--- src/rtl/sec_irq_pkg.sv ---
package sec_irq_pkg;
   // Word indices (byte offset >> 2) decoded by the register port
   localparam int unsigned WIX_STATUS   = 0;
   localparam int unsigned WIX_RAW      = 1;
   localparam int unsigned WIX_EN_SET   = 2;
   localparam int unsigned WIX_EN_CLR   = 3;
   localparam int unsigned WIX_SOFT_SET = 4;
   localparam int unsigned WIX_SOFT_CLR = 5;
   localparam int unsigned WIX_PT_SET   = 8;
   localparam int unsigned WIX_PT_CLR   = 9;

   // Mask bit controlled by the soft set/clear indices
   localparam int unsigned SOFT_BIT = 0;

   typedef enum logic [2:0] {
      OP_NONE,
      OP_EN_OR,
      OP_EN_CLR,
      OP_SOFT_SET,
      OP_SOFT_CLR,
      OP_PT_OR,
      OP_PT_CLR
   } wr_op_e;
endpackage

--- src/rtl/sec_irq_sampler.sv ---
module sec_irq_sampler #(
   parameter int N_SRC = 32
) (
   input  logic             clk,
   input  logic             rst_n,
   input  logic [N_SRC-1:0] src,
   output logic [N_SRC-1:0] level
);
   always_ff @(posedge clk) begin
      if (!rst_n) level <= '0;
      else        level <= src;
   end
endmodule

--- src/rtl/sec_irq_regfile.sv ---
module sec_irq_regfile
   import sec_irq_pkg::*;
#(
   parameter int N_SRC   = 32,
   parameter int IDX_W   = 10,
   parameter int PASS_LO = 21,
   parameter int PASS_HI = 30
) (
   input  logic             clk,
   input  logic             rst_n,
   input  logic             wr_en,
   input  logic [IDX_W-1:0] idx,
   input  logic [N_SRC-1:0] wdata,
   output logic [N_SRC-1:0] en_mask,
   output logic [N_SRC-1:0] pass_en
);
   logic [N_SRC-1:0] pass_allow;
   wr_op_e           op;

   for (genvar g = 0; g < N_SRC; g++) begin : g_allow
      if (g >= PASS_LO && g <= PASS_HI) begin : g_in
         assign pass_allow[g] = 1'b1;
      end else begin : g_out
         assign pass_allow[g] = 1'b0;
      end
   end

   always_comb begin
      op = OP_NONE;
      if (wr_en) begin
         case (idx)
            IDX_W'(WIX_EN_SET):   op = OP_EN_OR;
            IDX_W'(WIX_EN_CLR):   op = OP_EN_CLR;
            IDX_W'(WIX_SOFT_SET): op = OP_SOFT_SET;
            IDX_W'(WIX_SOFT_CLR): op = OP_SOFT_CLR;
            IDX_W'(WIX_PT_SET):   op = OP_PT_OR;
            IDX_W'(WIX_PT_CLR):   op = OP_PT_CLR;
            default:              op = OP_NONE;
         endcase
      end
   end

   always_ff @(posedge clk) begin
      if (!rst_n) begin
         en_mask <= '0;
         pass_en <= '0;
      end else begin
         case (op)
            OP_EN_OR:    en_mask <= en_mask | wdata;
            OP_EN_CLR:   en_mask <= en_mask & ~wdata;
            OP_SOFT_SET: if (|wdata) en_mask[SOFT_BIT] <= 1'b1;
            OP_SOFT_CLR: if (|wdata) en_mask[SOFT_BIT] <= 1'b0;
            OP_PT_OR:    pass_en <= pass_en | (wdata & pass_allow);
            OP_PT_CLR:   pass_en <= pass_en & ~wdata;
            default:     ;
         endcase
      end
   end
endmodule

--- src/rtl/sec_irq_readmux.sv ---
module sec_irq_readmux
   import sec_irq_pkg::*;
#(
   parameter int N_SRC = 32,
   parameter int IDX_W = 10
) (
   input  logic             rd_en,
   input  logic [IDX_W-1:0] idx,
   input  logic [N_SRC-1:0] level,
   input  logic [N_SRC-1:0] en_mask,
   input  logic [N_SRC-1:0] pass_en,
   output logic [N_SRC-1:0] rdata
);
   always_comb begin
      rdata = '0;
      if (rd_en) begin
         case (idx)
            IDX_W'(WIX_STATUS):   rdata = level & en_mask;
            IDX_W'(WIX_RAW):      rdata = level;
            IDX_W'(WIX_EN_SET):   rdata = en_mask;
            IDX_W'(WIX_SOFT_SET): rdata[SOFT_BIT] = level[SOFT_BIT];
            IDX_W'(WIX_PT_SET):   rdata = pass_en;
            default:              rdata = '0;
         endcase
      end
   end
endmodule

--- src/rtl/sec_irq_route.sv ---
module sec_irq_route #(
   parameter int N_SRC     = 32,
   parameter int PASS_LO   = 21,
   parameter int PASS_HI   = 30,
   parameter int COMB_LINE = 31
) (
   input  logic [N_SRC-1:0] level,
   input  logic [N_SRC-1:0] en_mask,
   input  logic [N_SRC-1:0] pass_en,
   output logic [N_SRC-1:0] irq_out
);
   logic any_pending;
   assign any_pending = |(level & en_mask);

   for (genvar g = 0; g < N_SRC; g++) begin : g_line
      if (g == COMB_LINE) begin : g_comb
         assign irq_out[g] = any_pending;
      end else if (g >= PASS_LO && g <= PASS_HI) begin : g_pass
         assign irq_out[g] = pass_en[g] & level[g];
      end else begin : g_idle
         assign irq_out[g] = 1'b0;
      end
   end

   logic unused_route;
   assign unused_route = &{1'b0, pass_en};
endmodule

--- src/rtl/sec_irq_agg.sv ---
module sec_irq_agg #(
   parameter int N_SRC     = 32,
   parameter int DATA_W    = 32,
   parameter int ADDR_W    = 12,
   parameter int PASS_LO   = 21,
   parameter int PASS_HI   = 30,
   parameter int COMB_LINE = 31
) (
   input  logic              clk,
   input  logic              rst_n,
   input  logic              sel,
   input  logic              wr,
   input  logic [ADDR_W-1:0] addr,
   input  logic [DATA_W-1:0] wdata,
   output logic [DATA_W-1:0] rdata,
   input  logic [N_SRC-1:0]  irq_in,
   output logic [N_SRC-1:0]  irq_out
);
   localparam int IDX_W = ADDR_W - 2;

   if (DATA_W != N_SRC) begin : g_bad_width
      $error("sec_irq_agg: DATA_W must equal N_SRC");
   end
   if (IDX_W < 4) begin : g_bad_addr
      $error("sec_irq_agg: ADDR_W too small to decode word index 9");
   end
   if (PASS_LO < 1 || PASS_HI < PASS_LO || PASS_HI >= COMB_LINE) begin : g_bad_band
      $error("sec_irq_agg: routed band must sit between bit 0 and the combined line");
   end
   if (COMB_LINE >= N_SRC) begin : g_bad_comb
      $error("sec_irq_agg: combined line out of range");
   end

   logic [IDX_W-1:0] word_idx;
   logic             wr_en;
   logic             rd_en;
   logic [N_SRC-1:0] level;
   logic [N_SRC-1:0] en_mask;
   logic [N_SRC-1:0] pass_en;

   assign word_idx = addr[ADDR_W-1:2];
   assign wr_en    = sel & wr;
   assign rd_en    = sel & ~wr;

   logic unused_addr;
   assign unused_addr = &{1'b0, addr[1:0]};

   sec_irq_sampler #(.N_SRC(N_SRC)) u_sampler (
      .clk   (clk),
      .rst_n (rst_n),
      .src   (irq_in),
      .level (level)
   );

   sec_irq_regfile #(
      .N_SRC(N_SRC), .IDX_W(IDX_W), .PASS_LO(PASS_LO), .PASS_HI(PASS_HI)
   ) u_regs (
      .clk     (clk),
      .rst_n   (rst_n),
      .wr_en   (wr_en),
      .idx     (word_idx),
      .wdata   (wdata),
      .en_mask (en_mask),
      .pass_en (pass_en)
   );

   sec_irq_readmux #(.N_SRC(N_SRC), .IDX_W(IDX_W)) u_rmux (
      .rd_en   (rd_en),
      .idx     (word_idx),
      .level   (level),
      .en_mask (en_mask),
      .pass_en (pass_en),
      .rdata   (rdata)
   );

   sec_irq_route #(
      .N_SRC(N_SRC), .PASS_LO(PASS_LO), .PASS_HI(PASS_HI), .COMB_LINE(COMB_LINE)
   ) u_route (
      .level   (level),
      .en_mask (en_mask),
      .pass_en (pass_en),
      .irq_out (irq_out)
   );
endmodule

--- config.mk ---
export PLATFORM = sky130hd
export DESIGN_NAME = sec_irq_agg
export DESIGN_NICKNAME = d
export VERILOG_FILES = /design/src/rtl/sec_irq_pkg.sv /design/src/rtl/sec_irq_sampler.sv /design/src/rtl/sec_irq_regfile.sv /design/src/rtl/sec_irq_readmux.sv /design/src/rtl/sec_irq_route.sv /design/src/rtl/sec_irq_agg.sv
export SDC_FILE = /design/constraint.sdc
export NUM_CORES = 1
export LEC_CHECK = 0
export BUFFER_PORTS_ARGS = -buffer_cell sky130_fd_sc_hd__clkbuf_2
export CAP_MARGIN = 0
export CORE_MARGIN = 8
export CORE_UTILIZATION = 55
export DETAILED_ROUTE_END_ITERATION = 12
export PLACE_DENSITY = 0.89
export REMOVE_ABC_BUFFERS = 1
export SYNTH_ARGS = -nofsm -noshare
export SYNTH_HDL_FRONTEND = slang
export SYNTH_SLANG_ARGS = --single-unit
--- constraint.sdc ---
create_clock -name clk -period 2.9 [get_ports clk]
set_clock_uncertainty 0.15 [all_clocks]
set_input_delay 0.145 -clock clk [delete_from_list [all_inputs] [get_ports clk]]
set_output_delay 0.145 -clock clk [all_outputs]
set_load 0.005 [all_outputs]
==> flow_summary_export.csv <==
group,metric,value,unit
sta,rsz0062_at_grt,"false",
logic_synthesis,synth_ff_type,"dfxtp_1",
logic_synthesis,async_reset_ff_share,0,%
routing,initialDrtViolationCount,424,
critical_path,endpoint_kind,"output port",
logic_synthesis,synth.top_cell.area_share,41.06,%
logic_synthesis,netlist_instances,506,
die,io_pins,144,
clock_network,cts_num_sinks,96,
placed_design,place.gp.congestion,0.9094,
critical_path,startpoint_type,"input pin",
critical_path,cp_top_family,"simple AND/OR/NAND/NOR gates",
final_layout,regArea,1922,um^2
clock_network,numCtsBuffers,9,
logic_synthesis,synth-edff-count,0,
final_layout,antenna_cells,0,
clock_network,htree_levels,3,
global_routing,grt_start_max_net_pins,42,
die,die_y,108.3,um
global_routing,grt_pass1_wl,24760,um
routing,wl_met2,7877,um
routing,firstDrtPassIters,5,
routing,viasPerCell,6.153,
critical_path,crit_slowest_cell,"or4_4",
final_layout,area_growth_syn_to_layout,29.46,%
critical_path,cp.required,2.61,ns
routing,routed_wl,15560,um
clock_network,cts_tree,"built",
die,core,8217,um^2
final_layout,final_common_cell,"clkbuf_2",
sta,layout_worst_path_cycle_share,82.24,%
logic_synthesis,netlist_area,4681,um^2
critical_path,crit_arrival,2.09,ns
critical_path,cp_num_buf_inv,3,
die,fp-row-count,33,
final_layout,instances_no_fill,789,
final_layout,final_cell_mix,"clkbuf_2, dfxtp_1, a21oi_1, dlygate4sd3_1, and2_1",
critical_path,cpPeakStageDelay,0.61,ns
clock_network,clk_latency,0.35,ns
die,die_w,108.3,um
pwr,ir_worst_vdd,0.3337,mV
sta,slew_violations,0,
run_status,status,"complete, no violations",
critical_path,worstPathCellList,"clkbuf_2, or4_4, nor4_4, buf_4, a21o_1, a222oi_1, nor2_2, clkbuf_2",
logic_synthesis,avgSynthCellArea,9.250,um^2
sta,slew_headroom,52.46,%
routing,num_vias,4855,
clock_network,clk_path_buf_depth,2,
die,start_util,56.97,%
placed_design,hpwl,10260,um
placed_design,port_buffers,120,
sta,finalSetupViolCount,0,
sta,fin_crit,2.385,ns
clock_network,cts-root-buf,"clkbuf_8",
sta,timing_worst_slew_pin_value,0.7131,ns
logic_synthesis,synth.yosys.seq_area_share,41.06,%
global_routing,grt_usage,26.36,%
routing,ant_nets,0,
final_layout,multi_input_area,2426,um^2
logic_synthesis,yosys_register_bits,96,
min_path,hold_path.class,"in2reg",
sta,fmax,419.3,MHz
critical_path,crit_type,"in2out",
flow_run,drv_cap,0,
die,die_area,11720,um^2
logic_synthesis,yosys-top-cells-area,"dfxtp_1, a21oi_1, a211oi_1",
final_layout,drive_above_1_share,28.80,%
global_routing,grt_overflow,0,
sta,whs,0.2744,ns
sta,final_hold_viol_count,0,
final_layout,fin_util,73.75,%
final_layout,final_nets,759,
critical_path,critPathMostFrequentCell,"clkbuf_2",
critical_path,crit_path_max_fanout,16,
routing,top_layer,"met4",
global_routing,grt_pass1_vias,5018,
pwr,p_leak,0.002599,uW
routing,m1WireLength,5585,um
logic_synthesis,synth_area_leader_cell,"dfxtp_1",
logic_synthesis,synth_warnings,0,
placed_design,dp.cells,709,
routing,drc,0,
global_routing,antenna_found_initial,0,
routing,wl_met3,1696,um
clock_network,clkTransAtPathRegs,0.08,ns
logic_synthesis,netlist-cell-type-count,51,
final_layout,fillers,653,
routing,detail_route.wl_per_cell,19.71,um
pwr,p_per_area,404.6,nW/um^2
-- report_power, final --
| part | internal, uW | leakage (uW) | total [uW] | switching, uW |
|---|---|---|---|---|
| sequential | 1340 | 0.000782 | 1360 | 19.6 |
| clock | 400 | 0.0000876 | 846 | 446 |
| combinational | 125 | 0.00173 | 245 | 120 |
-- stage by stage --
stage | instance area [um^2] | setup slack, ns | power [uW] | TNS (ns)
floorplan | 4338 | -0.6167 | 1441 | -21.01
global placement | 5238 | 0.6211 | 1552 | 0
detailed placement | 5238 | 0.6112 | 1558 | 0
CTS | 6060 | 0.5891 | 2450 | 0
global route | 6060 | 0.4204 | 2538 | 0
finish | 6060 | 0.5149 | 2452 | 0
-- cells by family (layout without fill, tap and decap cells) --
kind of cell    Yosys count  after routing  share of synthesized area [%]
other cells               1             21                        0.08012
simple gates            147            147                          19.11
xor+xnor                  3              3                         0.5614
mux                       1              1                         0.2406
compound gates          194            194                          29.86
buf+inv                  64            222                          9.089
flops                    96             96                          41.06
-- synth_stat cells, types with 2 or more instances --
| master | count |
|---|---|
| a221oi_1 | 3 |
| nor2_1 | 9 |
| nand2_1 | 23 |
| and2_1 | 43 |
| nor3_2 | 2 |
| nor2_2 | 31 |
| inv_1 | 2 |
| buf_4 | 23 |
| dfxtp_1 | 96 |
| nor4_1 | 9 |
| o21ai_0 | 2 |
| nand3_1 | 5 |
| buf_6 | 10 |
| a21oi_1 | 64 |
| clkbuf_4 | 3 |
| a22o_1 | 2 |
| nor4_4 | 2 |
| nor3_1 | 3 |
| a222oi_1 | 31 |
| nand2b_1 | 3 |
| nand4_1 | 3 |
| xnor2_1 | 2 |
| a21o_1 | 30 |
| a22oi_1 | 12 |
| a211oi_1 | 42 |
| clkbuf_1 | 16 |
| nor2b_1 | 2 |
| buf_2 | 10 |
-- area by class of cell --
cell class	count	share of cell area [%]
clock buffer	13	2.292
multi-input combinational	366	40.04
clock inverter	3	0.7020
inverter	2	0.1239
timing repair buffer	204	22.96
sequential	96	31.72
tap	105	2.168
-- tightest hold or removal path, delay by kind of cell --
kind                   cells  cell delay (ns)
AND/OR/NAND/NOR            2             0.21
multiplexers               1             0.21
buffers and inverters      1             0.19
-- routing by layer --
metal / vias to the layer above / global-route usage, %
met1: 2272 / 29.05
met4: 0 / 10.85
met3: 44 / 5.592
met5: - / 0
met2: 326 / 47.95
li1: 2213 / -
-- timing repair --
item	CTS	global route
setup buffers	0	0
hold buffers	64	0
hold endpoints to repair	95	0
gates resized for setup	0	0
-- worst paths after layout --
kind | from | end | slack [ns] | cells after the start
hold / removal | addr[5] | u_regs.en_mask[0] | 0.27 | 4
setup / recovery | addr[11] | rdata[26] | 0.51 | 8
setup reg to reg | u_regs.en_mask[0] | u_regs.en_mask[0] | 1.34 | 5
hold reg to reg | u_regs.pass_en[10] | u_regs.pass_en[10] | 0.29 | 2
No activity file was read; power rests on OpenSTA's default activity.
